File: config.mk
export PLATFORM = sky130hd
export DESIGN_NAME = sdram_cfg_regs
export DESIGN_NICKNAME = d
export VERILOG_FILES = /design/src/rtl/sdram_cfg_pkg.sv /design/src/rtl/sdram_cfg_regfile.sv /design/src/rtl/sdram_alias_ctrl.sv /design/src/rtl/sdram_alias_decode.sv /design/src/rtl/sdram_cfg_regs.sv
export SDC_FILE = /design/constraint.sdc
export NUM_CORES = 2
export LEC_CHECK = 0
export ABC_AREA = 1
export BUFFER_PORTS_ARGS = -buffer_cell sky130_fd_sc_hd__buf_2
export CAP_MARGIN = 20
export CORE_MARGIN = 4
export CORE_UTILIZATION = 28
export CTS_BUF_LIST = sky130_fd_sc_hd__clkbuf_16
export DETAILED_ROUTE_END_ITERATION = 6
export REMOVE_ABC_BUFFERS = 1
export SETUP_SLACK_MARGIN = 0.2
export SYNTH_ARGS = -nofsm -noshare
export SYNTH_HDL_FRONTEND = slang
export SYNTH_SLANG_ARGS = --single-unit
File: constraint.sdc
create_clock -name clk -period 3.62 [get_ports clk]
set_clock_uncertainty 0.2 [all_clocks]
set_input_delay 0.181 -clock clk [delete_from_list [all_inputs] [get_ports clk]]
set_output_delay 0.181 -clock clk [all_outputs]
set_load 0.01 [all_outputs]
File: src/rtl/sdram_cfg_pkg.sv
package sdram_cfg_pkg;

    typedef enum logic [1:0] {
        WIN_CMN  = 2'd0,
        WIN_CTL  = 2'd1,
        WIN_PHY  = 2'd2,
        WIN_NONE = 2'd3
    } win_e;

    // word indices whose behaviour is fixed
    localparam int unsigned CMN_GEOM_IDX  = 0;
    localparam int unsigned CTL_INIT_IDX  = 0;
    localparam int unsigned CTL_PSTAT_IDX = 4;
    localparam int unsigned CTL_STAT_IDX  = 6;

    localparam int unsigned MIRROR_BYTES = 4096;

    typedef struct packed {
        logic [4:0] row_w;
        logic [1:0] bank_w;
        logic [4:0] page_sh;
    } geom_t;

    function automatic geom_t decode_geom(input logic [31:0] w);
        geom_t g;
        g.row_w   = {1'b0, w[7:4]} + 5'd1;
        g.bank_w  = {1'b0, w[2]} + 2'd2;
        g.page_sh = {1'b0, w[11:8]} + 5'd3;
        return g;
    endfunction

endpackage

File: src/rtl/sdram_cfg_regfile.sv
module sdram_cfg_regfile
    import sdram_cfg_pkg::*;
#(
    parameter int unsigned CMN_WORDS = 4,
    parameter int unsigned CTL_WORDS = 16,
    parameter int unsigned PHY_WORDS = 16
) (
    input  logic        clk,
    input  logic        rst_n,
    input  logic        req_valid,
    input  logic        req_write,
    input  logic [1:0]  req_win,
    input  logic [11:0] req_addr,
    input  logic [3:0]  req_be,
    input  logic [31:0] req_wdata,
    output logic        rsp_valid,
    output logic [31:0] rsp_rdata,
    output logic        rsp_err,
    output logic        geom_we,
    output logic [31:0] geom_wdata
);

    localparam int unsigned CMN_AW = $clog2(CMN_WORDS);
    localparam int unsigned CTL_AW = $clog2(CTL_WORDS);
    localparam int unsigned PHY_AW = $clog2(PHY_WORDS);
    localparam logic [9:0]  CMN_LIM = 10'(CMN_WORDS);
    localparam logic [9:0]  CTL_LIM = 10'(CTL_WORDS);
    localparam logic [9:0]  PHY_LIM = 10'(PHY_WORDS);

    typedef struct packed {
        logic [CMN_WORDS-1:0][31:0] cmn;
        logic [CTL_WORDS-1:0][31:0] ctl;
        logic [PHY_WORDS-1:0][31:0] phy;
        logic                       rvalid;
        logic                       rerr;
        logic [31:0]                rdata;
    } rf_state_t;

    rf_state_t st_d, st_q;

    logic [9:0] word_idx;
    logic       full_word;
    logic       in_range;
    logic       accept;

    assign word_idx  = req_addr[11:2];
    assign full_word = (req_be == 4'hF);

    always_comb begin
        case (win_e'(req_win))
            WIN_CMN: in_range = (word_idx < CMN_LIM);
            WIN_CTL: in_range = (word_idx < CTL_LIM);
            WIN_PHY: in_range = (word_idx < PHY_LIM);
            default: in_range = 1'b0;
        endcase
    end

    assign accept = req_valid && full_word && in_range;

    always_comb begin
        st_d        = st_q;
        st_d.rvalid = req_valid;
        st_d.rerr   = req_valid && !accept;
        st_d.rdata  = '0;
        if (accept) begin
            if (!req_write) begin
                case (win_e'(req_win))
                    WIN_CMN: st_d.rdata = st_q.cmn[word_idx[CMN_AW-1:0]];
                    WIN_CTL: st_d.rdata = st_q.ctl[word_idx[CTL_AW-1:0]];
                    WIN_PHY: st_d.rdata = st_q.phy[word_idx[PHY_AW-1:0]];
                    default: st_d.rdata = '0;
                endcase
            end else begin
                case (win_e'(req_win))
                    WIN_CMN: st_d.cmn[word_idx[CMN_AW-1:0]] = req_wdata;
                    WIN_CTL: begin
                        if (word_idx == 10'(CTL_INIT_IDX)) begin
                            st_d.ctl[CTL_PSTAT_IDX][0] = 1'b1;
                            st_d.ctl[CTL_STAT_IDX][0]  = 1'b1;
                        end
                        st_d.ctl[word_idx[CTL_AW-1:0]] = req_wdata;
                    end
                    WIN_PHY: st_d.phy[word_idx[PHY_AW-1:0]] = req_wdata;
                    default: ;
                endcase
            end
        end
    end

    always_ff @(posedge clk or negedge rst_n) begin
        if (!rst_n) begin
            st_q <= '0;
        end else begin
            st_q <= st_d;
        end
    end

    assign rsp_valid  = st_q.rvalid;
    assign rsp_err    = st_q.rerr;
    assign rsp_rdata  = st_q.rdata;
    assign geom_we    = accept && req_write && (win_e'(req_win) == WIN_CMN)
                        && (word_idx == 10'(CMN_GEOM_IDX));
    assign geom_wdata = req_wdata;

endmodule

File: src/rtl/sdram_alias_ctrl.sv
module sdram_alias_ctrl
    import sdram_cfg_pkg::*;
#(
    parameter int unsigned        MEM_AW   = 40,
    parameter logic [MEM_AW-1:0]  MEM_BASE = 'h4000_0000,
    parameter int unsigned        MEM_MIB  = 256
) (
    input  logic              clk,
    input  logic              rst_n,
    input  logic              geom_we,
    input  logic [31:0]       geom_wdata,
    output logic              alias_en,
    output logic [MEM_AW-1:0] alias_base
);

    localparam int unsigned ACT_ROW = $clog2(MEM_MIB) + 3;
    localparam logic [MEM_AW-1:0] ONE = MEM_AW'(1);

    typedef struct packed {
        logic              en;
        logic [MEM_AW-1:0] base;
    } al_state_t;

    al_state_t al_d, al_q;
    geom_t     geom;
    logic [5:0] wrap_sh;
    logic       rows_match;

    assign geom       = decode_geom(geom_wdata);
    assign rows_match = (geom.row_w == 5'(ACT_ROW));
    assign wrap_sh    = 6'(ACT_ROW) + 6'(geom.bank_w) + 6'(geom.page_sh);

    always_comb begin
        al_d = al_q;
        if (geom_we) begin
            if (rows_match) begin
                al_d.en = 1'b0;
            end else begin
                al_d.en   = 1'b1;
                al_d.base = MEM_BASE + (ONE << wrap_sh);
            end
        end
    end

    always_ff @(posedge clk or negedge rst_n) begin
        if (!rst_n) begin
            al_q <= '0;
        end else begin
            al_q <= al_d;
        end
    end

    assign alias_en   = al_q.en;
    assign alias_base = al_q.base;

endmodule

File: src/rtl/sdram_alias_decode.sv
module sdram_alias_decode
    import sdram_cfg_pkg::*;
#(
    parameter int unsigned       MEM_AW   = 40,
    parameter logic [MEM_AW-1:0] MEM_BASE = 'h4000_0000
) (
    input  logic              alias_en,
    input  logic [MEM_AW-1:0] alias_base,
    input  logic [MEM_AW-1:0] addr_in,
    output logic [MEM_AW-1:0] addr_out,
    output logic              hit
);

    localparam logic [MEM_AW-1:0] SPAN = MEM_AW'(MIRROR_BYTES);

    logic [MEM_AW-1:0] delta;

    assign delta    = addr_in - alias_base;
    assign hit      = alias_en && (addr_in >= alias_base) && (delta < SPAN);
    assign addr_out = hit ? (MEM_BASE + delta) : addr_in;

endmodule

File: src/rtl/sdram_cfg_regs.sv
module sdram_cfg_regs
    import sdram_cfg_pkg::*;
#(
    parameter int unsigned       MEM_AW    = 40,
    parameter logic [MEM_AW-1:0] MEM_BASE  = 'h4000_0000,
    parameter int unsigned       MEM_MIB   = 256,
    parameter int unsigned       CMN_WORDS = 4,
    parameter int unsigned       CTL_WORDS = 16,
    parameter int unsigned       PHY_WORDS = 16
) (
    input  logic              clk,
    input  logic              rst_n,
    input  logic              req_valid,
    input  logic              req_write,
    input  logic [1:0]        req_win,
    input  logic [11:0]       req_addr,
    input  logic [3:0]        req_be,
    input  logic [31:0]       req_wdata,
    output logic              rsp_valid,
    output logic [31:0]       rsp_rdata,
    output logic              rsp_err,
    input  logic [MEM_AW-1:0] mem_addr_i,
    output logic [MEM_AW-1:0] mem_addr_o,
    output logic              alias_hit
);

    logic              geom_we_w;
    logic [31:0]       geom_wdata_w;
    logic              alias_en_w;
    logic [MEM_AW-1:0] alias_base_w;

    sdram_cfg_regfile #(
        .CMN_WORDS (CMN_WORDS),
        .CTL_WORDS (CTL_WORDS),
        .PHY_WORDS (PHY_WORDS)
    ) u_regs (
        .clk        (clk),
        .rst_n      (rst_n),
        .req_valid  (req_valid),
        .req_write  (req_write),
        .req_win    (req_win),
        .req_addr   (req_addr),
        .req_be     (req_be),
        .req_wdata  (req_wdata),
        .rsp_valid  (rsp_valid),
        .rsp_rdata  (rsp_rdata),
        .rsp_err    (rsp_err),
        .geom_we    (geom_we_w),
        .geom_wdata (geom_wdata_w)
    );

    sdram_alias_ctrl #(
        .MEM_AW   (MEM_AW),
        .MEM_BASE (MEM_BASE),
        .MEM_MIB  (MEM_MIB)
    ) u_alias (
        .clk        (clk),
        .rst_n      (rst_n),
        .geom_we    (geom_we_w),
        .geom_wdata (geom_wdata_w),
        .alias_en   (alias_en_w),
        .alias_base (alias_base_w)
    );

    sdram_alias_decode #(
        .MEM_AW   (MEM_AW),
        .MEM_BASE (MEM_BASE)
    ) u_decode (
        .alias_en   (alias_en_w),
        .alias_base (alias_base_w),
        .addr_in    (mem_addr_i),
        .addr_out   (mem_addr_o),
        .hit        (alias_hit)
    );

endmodule

# [After elaboration in Yosys (flattened, before gate mapping)]
# Cells that the tools add are included.
[word_totals] output_inout_bits=75 in_bits=94 word_cells=108 register_bits=1227
[classes] reduce_logical=18 n_mux=27 add_sub_neg=8 eq_ne=4 shift=1 magnitude_cmp=8 bitwise=1
[ops] operator="512-bit bitwise mux" n=2
[ops] operator="32-bit binary-select mux with 4-bit select" n=2
[ops] operator="32-bit two-way mux" n=7
[ops] operator="128-bit bitwise mux" n=1
[ops] operator="32-bit demux with 4-bit select" n=1
[ops] operator="32-bit one-hot mux with 3 select lines" n=1
[ops] operator="31-bit by 40-bit adder with 40-bit output (first input constant)" n=2
[ops] operator="32-bit binary-select mux with 2-bit select" n=1
[ops] operator="32-bit demux with 2-bit select" n=1
[ops] operator="40-bit >= comparator" n=1
[ops] operator="40-bit by 13-bit < comparator with 1-bit output (second input constant)" n=1
[ops] operator="40-bit two-way mux" n=1
[ops] operator="1-bit by 6-bit << shifter with 40-bit output (first input constant)" n=1
[ops] operator="40-bit subtractor" n=1
[ops] operator="1-bit logical AND" n=10
[ops] operator="10-bit zero test" n=1
[ops] operator="10-bit by 3-bit < comparator with 1-bit output (second input constant)" n=1
[ops] operator="10-bit by 5-bit < comparator with 1-bit output (second input constant)" n=1
[ops] operator="1-bit two-way mux" n=9
[ops] operator="3-bit AND reduction" n=3
[ops] operator="6-bit by 5-bit adder with 6-bit output" n=1
[ops] operator="4-bit by 1-bit adder with 5-bit output (second input constant)" n=1
[ops] operator="4-bit by 2-bit adder with 5-bit output (first input constant)" n=1
[ops] operator="4-bit by 2-bit adder with 5-bit output (second input constant)" n=1
[ops] operator="15 further kinds" n=15

# [Longest topological paths before layout]
[depth] depth_word=8 ltp_mapped=22 mapped_depth_nobuf=21

# [Modules after synthesis]
# A second synthesis with hierarchy kept.
[unflattened] hier_cells=9332 area_unflattened_um2=64901.0
[by_module_without_submodules] mod="sdram_cfg_regfile" cells_per_inst=8153 area_each_um2=58519.9 seq_area_each_um2=29678.5 instances=1
[by_module_without_submodules] mod="sdram_alias_decode" cells_per_inst=933 area_each_um2=4365.4 seq_area_each_um2=0.0 instances=1
[by_module_without_submodules] mod="sdram_alias_ctrl" cells_per_inst=246 area_each_um2=2015.7 seq_area_each_um2=1026.0 instances=1

# [Worst setup path before layout]
# No wires, ideal clock.
[synth_timing] kind="register to output" start="reg u_alias.al_q (netlist bit u_alias.alias_base[0])" end="out mem_addr_o[10]" t_arrival_ns=2.876 stages_incl_launch_ff=21 required_time_ns=3.239 setup_slack_ns=0.363 path_buffers=1 cell_sequence="dfrtp_1 -> ha_1 -> fa_1 -> inv_1 -> nand2_1 -> nand2_1 -> and2_1 -> nand2_1 -> nand2_1 -> nand2_1 -> nand3_1 -> a31o_2 -> xnor2_1 -> ha_1 -> nand3_1 -> nor2_2 -> nand3_1 -> nor2_4 -> buf_4 -> nand3_1 -> nand2_1"
[synth_between] elab_chain_cells=4 word_cells_on_any_way=7 classes_between="2 x add/sub; 2 x order compare; 1 x mux; 2 x reduce/logical"
[synth_lines] element="start, declared" line="sdram_alias_ctrl.sv:24" text="al_state_t al_d, al_q;"
[synth_lines] element="start signal, assigned" line="sdram_alias_ctrl.sv:49" text="al_q <= al_d;"
[synth_lines] element="40-bit subtractor / 40-bit >= comparator (equally long branches)" line="sdram_alias_decode.sv:18, sdram_alias_decode.sv:19"
[synth_lines] element="40-bit by 13-bit < comparator with 1-bit output / 1-bit logical AND (equally long branches)" line="sdram_alias_decode.sv:19" text="assign hit = alias_en && (addr_in >= alias_base) && (delta < SPAN);"
[synth_lines] element="1-bit logical AND" line="sdram_alias_decode.sv:19"
[synth_lines] element="40-bit two-way mux (*)" line="sdram_alias_decode.sv:20" text="assign addr_out = hit ? (MEM_BASE + delta) : addr_in;"
[synth_lines] element="end, declared" line="sdram_cfg_regs.sv:23" text="output logic [MEM_AW-1:0] mem_addr_o,"
# Every way passes the cells marked *; elsewhere a longest branch is shown, timed or not.

# [Worst setup path after layout]
[layout_timing] start="reg u_alias.al_q (netlist bit u_alias.alias_base[0])" end="out mem_addr_o[16]"
# Same word-level chain as after synthesis.

==> impl_metrics.py <==
metrics = {
    "die": {
        "coreArea_um2": 196000,
        "die_h_um": 453,
        "ios": 169,
        "fp-row-count": 162,
        "start_util": 0.283,
        "die_area_um2": 205000,
        "die_x_um": 453,
    },
    "worst_setup_path": {
        "crit_slowest_cell": "dfrtp_1",
        "path_class": "reg2out",
        "path_buf_inv": 5,
        "arrival_ns": 3.88,
        "critPathRequiredTime_ns": 3.24,
        "crit_family": "simple AND/OR/NAND/NOR gates",
        "start_kind": "register",
        "max_stage_delay_ns": 0.41,
        "crit_top_cell": "nand2_2",
        "path_cells": "ha_4, fa_2, inv_2, nand2_2, nand2_2, and2_4, nand2_2, nand2_2, nand2_2, nand3_2, a31o_4, xnor2_4, ha_4, nand3_4, nor2_4, nand3_2, nor2_4, buf_12, buf_12, clkbuf_16, a21boi_2, buf_2",
        "crit_fanout": 5,
        "end_kind": "output pin",
    },
    "drt": {
        "ant_nets": 0,
        "wirelength_um": 192000,
        "drc": 0,
        "first_pass_iters": 6,
        "drt_iter0_markers": 5025,
        "via_count": 46900,
        "avgRoutedWirePerCell_um": 21.3,
        "drt-vias-per-instance": 5.21,
    },
    "yosys": {
        "ys.warnings.count": 0,
        "syn_inst": 6313,
        "yosys.cell_types.count": 41,
        "synth_top_family_by_area": "compound AO/OA/AOI/OAI gates",
        "synth_xor_area_frac": 0.00301,
        "post-synth-top-area-fraction": 0.555,
        "synth_compound_area_frac": 0.229,
        "synthAdderAreaFrac": 0.0127,
        "synthSimpleGateAreaFrac": 0.142,
        "synth_area_leaders": "dfrtp_1 55%, nand2_1 11%, o21ai_0 11%, a22oi_1 7.8%, clkbuf_1 3.2%",
        "postSynth.asyncResetShare": 1.00,
        "ys_ff_latch": 1227,
        "syn_area_per_cell_um2": 8.77,
        "ys.flop_type": "dfrtp_1",
        "synthMuxAreaShare": 0,
        "synth_enable_flop_cells": 0,
        "synth_area_leader_cell": "dfrtp_1",
        "ys_seq_area_frac": 0.555,
        "syn_area_um2": 55300,
    },
    "timing": {
        "hold_viol": 0,
        "final_max_slew_viol_count": 0,
        "fin_ws_ns": -0.645,
        "fmax_mhz": 234,
        "post-route-period-util": 1.18,
        "tns_ns": -24.39,
        "tightest_slew_ns": 1.37,
        "maxSlewHeadroom": 0.0814,
        "min_period_ns": 4.27,
        "setup_viol": 41,
        "rsz0062_at_grt": "true",
    },
    "cts": {
        "cts_sinks": 1227,
        "cts_made_buffers": 133,
        "clockBufferDepth": 3,
        "clk_pin_slew_worst_paths_ns": 0.06,
        "clock_tree.root_cell": "clkbuf_16",
        "clk_latency_ns": 0.78,
        "cts_tree": "yes",
        "ctsHtreeMaxLevel": 4,
    },
    "placement": {
        "place_hpwl_um": 111000,
        "dpl_worst_slack_ns": -0.0897,
        "numPortBuffers": 166,
        "place_area_um2": 59400,
        "gp_congestion": 0.915,
    },
    "pwr": {
        "p_leak_nw": 29.1,
        "ir_worst_vdd_mv": 0.301,
        "power_mw": 28.6,
        "power.density_nw_per_um2": 440,
    },
    "layout": {
        "final_cell_area_um2": 64900,
        "final_cell_mix": "1629 x nand2_1, 1227 x dfrtp_1, 1184 x o21ai_0",
        "drive_gt1_frac": 0.108,
        "fillCellCount": 20300,
        "synthToLayoutAreaGrowth_pct": 17.3,
        "nets": 6433,
        "final_common_cell": "nand2_1",
        "postLayoutCoreUtil": 0.331,
    },
    "status": {
        "status": "complete, but fails checks",
        "violations": "setup timing",
    },
    "grt": {
        "grt_max_degree": 160,
        "antenna_found_initial": 4,
        "grt_usage": 0.181,
        "grt_pass1_vias": 45400,
        "grt-ovfl-total": 0,
        "grt_pass1_wl_um": 287000,
    },
    "job": {
        "maxCapViolCount": 0,
    },
    "worst_hold_path": {
        "hold_class": "in2reg",
    },
}
-- state kept, by name, indices dropped and copies added, names as in the netlist --
register and cells:
u_alias.alias_base 40, u_alias.alias_en 1, u_regs.rsp_err 1, u_regs.rsp_rdata 32
u_regs.rsp_valid 1, u_regs.st_q 1152
-- worst register-to-register path, stage by stage, from the launching register on --
cell     delay [ns]
dfrtp_1        0.37
a22oi_1        0.20
a21oi_1        0.11
o41ai_1        0.53
nand3_1        0.39
nand2_1        0.16
inv_1          0.05
-- area by class of cell --
class | count | area (um2) | area share
sequential | 1227 | 30700 | 0.473
multi-input combinational | 4252 | 22200 | 0.343
clock buffer | 136 | 3400 | 0.0524
timing repair buffer | 373 | 3390 | 0.0523
tap | 2624 | 3280 | 0.0506
inverter | 297 | 1140 | 0.0175
clock inverter | 101 | 747 | 0.0115
antenna | 1 | 2.50 | 0.0000386
-- synthesized netlist by cell type, types with 34 or more instances --
cell / instances
a21oi_1: 311
a22oi_1: 576
buf_4: 34
clkbuf_1: 474
dfrtp_1: 1227
ha_1: 53
inv_1: 279
nand2_1: 1690
nand3_1: 124
nor2_1: 131
o21ai_0: 1184
o41ai_1: 64
-- worst paths after layout --
| path | slack, ns | from | to | depth (start not counted) |
|---|---|---|---|---|
| hold / removal | 0.02 | req_wdata[1] | u_regs.st_q[163] | 3 |
| hold reg to reg | 0.28 | u_regs.st_q[1104] | u_regs.st_q[1104] | 2 |
| setup reg to reg | 1.51 | u_regs.st_q[145] | u_regs.rsp_rdata[15] | 6 |
| min in group asynchronous | 0.34 | rst_n | u_regs.rsp_rdata[14] | 4 |
| setup / recovery | -0.65 | u_alias.alias_base[0] | mem_addr_o[16] | 22 |
| max in group asynchronous | 1.60 | rst_n | u_regs.st_q[728] | 6 |
-- per-stage QoR --
step / instances / hold slack [ns]
6_report: 9011 / 0.0179
2_1_floorplan: 5774 / -0.315
3_5_place_dp: 8708 / -0.150
5_1_grt: 9011 / 0.0729
3_3_place_gp: 8708 / -0.150
4_1_cts: 8988 / 0.00795
-- power by group --
| part | switching [mW] | total [mW] | internal (mW) |
|---|---|---|---|
| clock network | 5.72 | 13.2 | 7.47 |
| registers | 0.00101 | 13.7 | 13.7 |
| logic | 1.28 | 1.65 | 0.366 |
| total | 7.00 | 28.6 | 21.5 |
-- cell families after synthesis --
group           count (synthesis)
xor+xnor                       19
compound gates               2174
flops                        1227
buf+inv                       836
fa+ha+maj                      55
simple gates                 2002
-- what timing repair did --
action,4_1_cts,5_1_grt
buffers inserted,6,8
pin swaps,3,26
hold endpoints to repair,1730,108
cloned,1,8
hold buffers,36,3
setup endpoints to repair,41,60
gates resized for setup,29,100
-- routing by layer --
metal / wire length, um / track usage
met1: 80600 / 0.235
met2: 92600 / 0.305
met3: 11800 / 0.0249
met4: 6750 / 0.0669
met5: 7 / 0
No activity file was read; power rests on OpenSTA's default activity.
